File: src/rtl/sgw_pkg.sv
package sgw_pkg;
    localparam int ENTRY_BITS  = 128;
    localparam int ENTRY_BYTES = ENTRY_BITS / 8;

    localparam logic [7:0] KIND_DATA = 8'h00;
    localparam logic [7:0] KIND_LINK = 8'h02;
    localparam logic [7:0] KIND_TAIL = 8'h03;

    typedef enum logic [1:0] {
        S_IDLE  = 2'd0,
        S_FETCH = 2'd1,
        S_WAIT  = 2'd2,
        S_EMIT  = 2'd3
    } sgw_state_e;
endpackage

File: src/rtl/sgw_entry_decode.sv
module sgw_entry_decode
    import sgw_pkg::*;
#(
    parameter int AW = 64,
    parameter int LW = 32
) (
    input  logic [ENTRY_BITS-1:0] raw,
    input  logic                  in_tail,
    output logic [AW-1:0]         addr,
    output logic [LW-1:0]         len,
    output logic                  is_data,
    output logic                  is_link,
    output logic                  is_tail,
    output logic                  bad
);
    logic [7:0] kind;
    logic       misalign;
    logic       known;
    logic       unused_rsv;

    assign kind       = raw[127:120];
    assign addr       = raw[AW-1:0];
    assign len        = raw[64 +: LW];
    assign unused_rsv = ^raw[119:96];

    // Address bits beyond AW are dropped when the address width is narrowed.
    if (AW < 64) begin : g_addr_trim
        logic unused_hi;
        assign unused_hi = ^raw[63:AW];
    end
    if (LW < 32) begin : g_len_trim
        logic unused_len_hi;
        assign unused_len_hi = ^raw[95:64+LW];
    end

    assign is_data  = (kind == KIND_DATA);
    assign is_link  = (kind == KIND_LINK);
    assign is_tail  = (kind == KIND_TAIL);
    assign known    = is_data | is_link | is_tail;
    assign misalign = |addr[1:0];
    // misalignment, unknown kind, or a chain entry inside the final segment
    assign bad      = misalign | ~known | (in_tail & (is_link | is_tail));
endmodule

File: src/rtl/sgw_core.sv
module sgw_core
    import sgw_pkg::*;
#(
    parameter int AW = 64,
    parameter int LW = 32,
    parameter int IW = 16
) (
    input  logic          clk,
    input  logic          rst_n,
    input  logic          start,
    input  logic [AW-1:0] start_addr,
    input  logic [AW-1:0] dec_addr,
    input  logic [LW-1:0] dec_len,
    input  logic          dec_data,
    input  logic          dec_link,
    input  logic          dec_bad,
    output logic          in_tail,
    output logic          busy,
    output logic          rd_req_valid,
    input  logic          rd_req_ready,
    output logic [AW-1:0] rd_req_addr,
    input  logic          rd_rsp_valid,
    output logic          seg_valid,
    input  logic          seg_ready,
    output logic [AW-1:0] seg_addr,
    output logic [LW-1:0] seg_len,
    output logic          done,
    output logic          err,
    output logic [IW-1:0] err_idx
);
    localparam int CW = LW - 4;   // entry count of the final segment

    typedef struct packed {
        sgw_state_e    st;
        logic [AW-1:0] ptr;
        logic          tail;
        logic [CW-1:0] remain;
        logic [IW-1:0] idx;
        logic [AW-1:0] oaddr;
        logic [LW-1:0] olen;
        logic          done;
        logic          err;
        logic [IW-1:0] eidx;
    } core_t;

    core_t q, d;
    logic  step;

    always_comb begin
        d      = q;
        d.done = 1'b0;
        step   = 1'b0;
        unique case (q.st)
            S_IDLE: begin
                if (start) begin
                    d.ptr    = start_addr;
                    d.tail   = 1'b0;
                    d.remain = '0;
                    d.idx    = '0;
                    d.err    = 1'b0;
                    d.eidx   = '0;
                    d.st     = S_FETCH;
                end
            end
            S_FETCH: begin
                if (rd_req_ready) d.st = S_WAIT;
            end
            S_WAIT: begin
                if (rd_rsp_valid) begin
                    if (dec_bad) begin
                        d.err  = 1'b1;
                        d.eidx = q.idx;
                        d.st   = S_IDLE;
                    end else if (dec_data) begin
                        if (dec_len != '0) begin
                            d.oaddr = dec_addr;
                            d.olen  = dec_len;
                            d.st    = S_EMIT;
                        end else begin
                            step = 1'b1;
                        end
                    end else if (dec_link) begin
                        d.ptr = dec_addr;
                        d.idx = q.idx + 1'b1;
                        d.st  = S_FETCH;
                    end else begin
                        d.ptr    = dec_addr;
                        d.tail   = 1'b1;
                        d.remain = dec_len[LW-1:4];
                        d.idx    = q.idx + 1'b1;
                        if (dec_len[LW-1:4] == '0) begin
                            d.done = 1'b1;
                            d.st   = S_IDLE;
                        end else begin
                            d.st = S_FETCH;
                        end
                    end
                end
            end
            S_EMIT: begin
                if (seg_ready) step = 1'b1;
            end
            default: d.st = S_IDLE;
        endcase

        // Move on to the next entry of the current segment.
        if (step) begin
            d.idx = q.idx + 1'b1;
            d.ptr = q.ptr + AW'(ENTRY_BYTES);
            d.st  = S_FETCH;
            if (q.tail) begin
                d.remain = q.remain - 1'b1;
                if (q.remain == CW'(1)) begin
                    d.done = 1'b1;
                    d.st   = S_IDLE;
                end
            end
        end
    end

    always_ff @(posedge clk) begin
        if (!rst_n) q <= '0;
        else        q <= d;
    end

    assign in_tail      = q.tail;
    assign busy         = (q.st != S_IDLE);
    assign rd_req_valid = (q.st == S_FETCH);
    assign rd_req_addr  = q.ptr;
    assign seg_valid    = (q.st == S_EMIT);
    assign seg_addr     = q.oaddr;
    assign seg_len      = q.olen;
    assign done         = q.done;
    assign err          = q.err;
    assign err_idx      = q.eidx;

    // Tracks an accepted read whose response has not yet come back.
    logic pend_q;
    always_ff @(posedge clk) begin
        if (!rst_n)                            pend_q <= 1'b0;
        else if (rd_req_valid && rd_req_ready) pend_q <= 1'b1;
        else if (rd_rsp_valid)                 pend_q <= 1'b0;
    end

    assert_one_outstanding_R10: assert property (@(posedge clk) disable iff (!rst_n)
        pend_q |-> !rd_req_valid);
    assert_req_hold_R10: assert property (@(posedge clk) disable iff (!rst_n)
        (rd_req_valid && !rd_req_ready) |=> (rd_req_valid && $stable(rd_req_addr)));
    assert_seg_hold_R11: assert property (@(posedge clk) disable iff (!rst_n)
        (seg_valid && !seg_ready) |=> (seg_valid && $stable(seg_addr) && $stable(seg_len)));
    assert_seg_legal_R4: assert property (@(posedge clk) disable iff (!rst_n)
        seg_valid |-> (seg_len != '0 && seg_addr[1:0] == 2'b00));
    assert_done_pulse_R7: assert property (@(posedge clk) disable iff (!rst_n)
        done |=> !done);
    assert_done_idle_R7: assert property (@(posedge clk) disable iff (!rst_n)
        done |-> (!busy && !err));
    assert_err_stops_R8: assert property (@(posedge clk) disable iff (!rst_n)
        $rose(err) |-> !busy);
endmodule

File: src/rtl/sg_list_walker.sv
module sg_list_walker
    import sgw_pkg::*;
#(
    parameter int AW = 64,
    parameter int LW = 32,
    parameter int IW = 16
) (
    input  logic                  clk,
    input  logic                  rst_n,
    input  logic                  start,
    input  logic [AW-1:0]         start_addr,
    output logic                  busy,
    output logic                  rd_req_valid,
    input  logic                  rd_req_ready,
    output logic [AW-1:0]         rd_req_addr,
    input  logic                  rd_rsp_valid,
    input  logic [ENTRY_BITS-1:0] rd_rsp_data,
    output logic                  seg_valid,
    input  logic                  seg_ready,
    output logic [AW-1:0]         seg_addr,
    output logic [LW-1:0]         seg_len,
    output logic                  done,
    output logic                  err,
    output logic [IW-1:0]         err_idx
);
    logic [AW-1:0] dec_addr;
    logic [LW-1:0] dec_len;
    logic          dec_data;
    logic          dec_link;
    logic          dec_tail;
    logic          dec_bad;
    logic          in_tail;
    logic          unused_tail;

    assign unused_tail = dec_tail;

    sgw_entry_decode #(.AW(AW), .LW(LW)) u_dec (
        .raw     (rd_rsp_data),
        .in_tail (in_tail),
        .addr    (dec_addr),
        .len     (dec_len),
        .is_data (dec_data),
        .is_link (dec_link),
        .is_tail (dec_tail),
        .bad     (dec_bad)
    );

    sgw_core #(.AW(AW), .LW(LW), .IW(IW)) u_core (
        .clk          (clk),
        .rst_n        (rst_n),
        .start        (start),
        .start_addr   (start_addr),
        .dec_addr     (dec_addr),
        .dec_len      (dec_len),
        .dec_data     (dec_data),
        .dec_link     (dec_link),
        .dec_bad      (dec_bad),
        .in_tail      (in_tail),
        .busy         (busy),
        .rd_req_valid (rd_req_valid),
        .rd_req_ready (rd_req_ready),
        .rd_req_addr  (rd_req_addr),
        .rd_rsp_valid (rd_rsp_valid),
        .seg_valid    (seg_valid),
        .seg_ready    (seg_ready),
        .seg_addr     (seg_addr),
        .seg_len      (seg_len),
        .done         (done),
        .err          (err),
        .err_idx      (err_idx)
    );
endmodule

File: config.mk
export PLATFORM = sky130hd
export DESIGN_NAME = sg_list_walker
export DESIGN_NICKNAME = d
export VERILOG_FILES = /design/src/rtl/sgw_pkg.sv /design/src/rtl/sgw_entry_decode.sv /design/src/rtl/sgw_core.sv /design/src/rtl/sg_list_walker.sv
export SDC_FILE = /design/constraint.sdc
export NUM_CORES = 1
export LEC_CHECK = 0
export CAP_MARGIN = 5
export CORE_MARGIN = 5
export CORE_UTILIZATION = 49
export DETAILED_ROUTE_END_ITERATION = 16
export GPL_TIMING_DRIVEN = 0
export PLACE_DENSITY = 0.85
export SLEW_MARGIN = 30
export SYNTH_ARGS = -nofsm -noshare
export SYNTH_HDL_FRONTEND = slang
export SYNTH_HIERARCHICAL = 1
export SYNTH_SLANG_ARGS = --single-unit
File: constraint.sdc
create_clock -name clk -period 4.4 [get_ports clk]
set_input_delay 0.88 -clock clk [delete_from_list [all_inputs] [get_ports clk]]
set_output_delay 0.88 -clock clk [all_outputs]
set_load 0.005 [all_outputs]
==> summary.txt <==
Critical path
  • Maximum net fanout on the critical path: 10
  • CP startpoint kind: primary input
  • Destination of the critical timing path: u_core/rd_req_addr[46]
  • Reg2reg end: u_core/rd_req_addr[46]
  • Reg2reg setup slack: 0.71 ns
  • Worst setup path startpoint: rd_rsp_data[125]
  • Data arrival, critical path: 4.81 ns
  • Critical path data required time: 4.83 ns
  • Startpoint of the most critical register-to-register path: u_core/in_tail
  • Number of cells traversed by the worst register-to-register path: 9
  • CP Class: in -> reg
  • Endpoint kind of the worst setup timing path: register

Detailed routing
  • Post-DRT Antenna Nets: 0
  • Detail-routed via count per cell: 6.12
  • Average detailed-routed wire length per instance: 23.4 um
  • Post-detailed-route DRC marker count: 0
  • Total wirelength of the detailed-routed design: 55000 um
  • Vias post-DR: 14370
  • Number of DRC violations after detailed-routing iteration 0: 1941
  • First-pass iteration count of the detailed router: 6

Global routing
  • Global-route met1 utilization: 41.2%
  • GRT Resource Usage Total: 33.8%
  • Met2 usage in global routing: 55.8%
  • Wire length of the first global-routing pass: 81200 um
  • Top Usage Layer GRT: met2
  • Global route overflow: 0
  • Number of global-route vias before repair: 13695
  • Met3 usage: 7.55%
  • Largest net degree at the start of global routing: 15
  • Number of antenna violations at the first check in global routing: 3

Layout
  • Fraction of final layout cells sized beyond drive strength 1: 19.3%
  • Relative area change from synthesis to final layout: 29.6%
  • Number of nets at the end of the flow: 2192
  • Final Cell Area: 17200 sq um
  • Fill cell instance count of the final layout: 2353

CTS
  • Num CTS Buffers: 26
  • Worst-path clk slew: 0.07 ns
  • Clk root buf: sky130_fd_sc_hd__clkbuf_16
  • TritonCTS clock tree: built
  • Post-CTS setup buffer count: 0
  • Total clock sinks: 225
  • Max clock buf depth: 3
  • Clock latency on the worst-skew pair: 0.54 ns
  • Hold Buf Count CTS: 0
  • H-tree depth: 1

Timing
  • Max Transition Viols Final: 0
  • Transition time of the tightest slew-check pin: 0.964 ns
  • Final setup vio count: 0
  • Relative slew margins: 35.8%
  • Final setup skew: 0.0128 ns
  • Number of failing hold endpoints at the final stage: 0
  • Worst Hold Slack: 0.454 ns
  • Minimum period implied by the final worst setup slack: 4.38 ns
  • Unrepaired setup endpoints after global routing: no
  • Maximum frequency from static timing analysis: 228 MHz
  • Final period utilization: 99.5%

Synthesis
  • Synth warn: 6
  • Avg Inst Size Synth: 7.83 sq um
  • Synthesized instance count: 1699
  • Mapped cell area: 13300 sq um
  • Net count of the mapped netlist: 1905

Status
  • Status: finished, final reports clean

Worst hold path
  • Hold Path Class: reg -> reg

Floorplan
  • Cell row count: 60
  • Floorplan die area: 30500 sq um
  • Height of the die: 175 um
  • # IOs: 379
  • Die W: 175 um
  • Starting utilization of the core area: 49.5%
  • Placeable core area: 26900 sq um

Power and ir drop
  • Peak supply drop: 209 uV
  • Pwr per Cell Area: 295 nW/um^2
  • Total Power Consumption: 0.00508 W
  • Leakage dissipation: 6.51 nW

Placed design
  • Final weighted congestion in routability-driven placement: 1.01
  • Dpl cell area: 16300 sq um
  • Post-detailed-placement half-perimeter wirelength: 41700 um
  • Port bufs: 259

Flow run
  • Max Cap Violations: 0
registers in the layout, summed over array words and instances (netlist names):
| name | count |
|---|---|
| u_core/rd_req_addr | 64 |
| u_core/in_tail | 1 |
| u_core/q | 46 |
| u_core/done | 1 |
| u_core/err_idx | 16 |
| u_core/seg_addr | 64 |
| u_core/err | 1 |
| u_core/seg_len | 32 |
placed cells by master, fill, tap and decap left out, drive strengths merged, types with 17 or more instances in the layout:
cell / n
or4: 17
o21ai: 45
inv: 20
o211ai: 23
clkdlybuf4s50: 259
dfxtp: 225
a31oi: 32
nand2: 266
buf: 297
nand4: 20
nor2: 97
clkbuf: 118
nor4: 26
or3: 21
nor3: 30
nand3: 54
a21oi: 157
a22oi: 62
worst min path at each step:
stage | start | end | depth (start not counted)
final | u_core/seg_len[16] | u_core/seg_len[16] | 2
after global routing | u_core/seg_addr[38] | u_core/seg_addr[38] | 2
after CTS | u_core/seg_len[25] | u_core/seg_len[25] | 2
after detailed placement | u_core/seg_len[25] | u_core/seg_len[25] | 2
after global placement | u_core/seg_len[16] | u_core/seg_len[16] | 2
after floorplan | u_core/seg_addr[0] | u_core/seg_addr[0] | 2
critical path: stages:
cell and delay [ns]:
sky130_fd_sc_hd__clkdlybuf4s50_1 0.40, sky130_fd_sc_hd__or4_4 0.55, sky130_fd_sc_hd__or4b_1 0.67, sky130_fd_sc_hd__or3b_1 0.46, sky130_fd_sc_hd__a21o_1 0.20, sky130_fd_sc_hd__clkbuf_1 0.34, sky130_fd_sc_hd__nand2_2 0.40, sky130_fd_sc_hd__buf_2 0.40
sky130_fd_sc_hd__o21ai_0 0.16, sky130_fd_sc_hd__a211oi_1 0.33
final cells by class:
type                            count  area, sq um  area share [%]
Antenna cell                        3         7.51          0.0435
Buffer                            380         2490            14.4
Clock buffer                       35          766            4.44
Clock inverter                     12          110           0.639
Inverter                           18         67.6           0.392
Multi-Input combinational cell   1076         6280            36.4
Sequential cell                   225         4500            26.1
Tap cell                          341          427            2.47
Timing Repair Buffer              259         2590            15.0
what timing repair did:
action | CTS | global route
setup endpoints to repair | 23 | 28
gates resized for setup | 6 | 12
endpoints found under the hold margin | 0 | 0
stage by stage:
step / std cells / worst slack, ns / setup TNS, ns / utilization [%]
2_1_floorplan: 1699 / 0.662 / 0 / -
3_3_place_gp: 2299 / -0.930 / -38.86 / 60.7
3_5_place_dp: 2299 / -0.945 / -43.72 / 60.7
4_1_cts: 2346 / 0.0723 / 0 / 64.0
5_1_grt: 2349 / 0.000834 / 0 / 64.2
6_report: 2349 / 0.0222 / 0 / 64.2
where the power goes:
part           internal [W]  switching (W)
combinational      0.000330       0.000402
clock               0.00129       0.000931
sequential          0.00207      0.0000601
total               0.00369        0.00139
routing by layer:
layer | vias to the layer above | share of wire, %
met3 | 210 | 11
li1 | 6376 | -
met5 | - | 0
met4 | 0 | 6.0
met2 | 1090 | 46
met1 | 6694 | 37
Power figures use the tool's default switching activity.
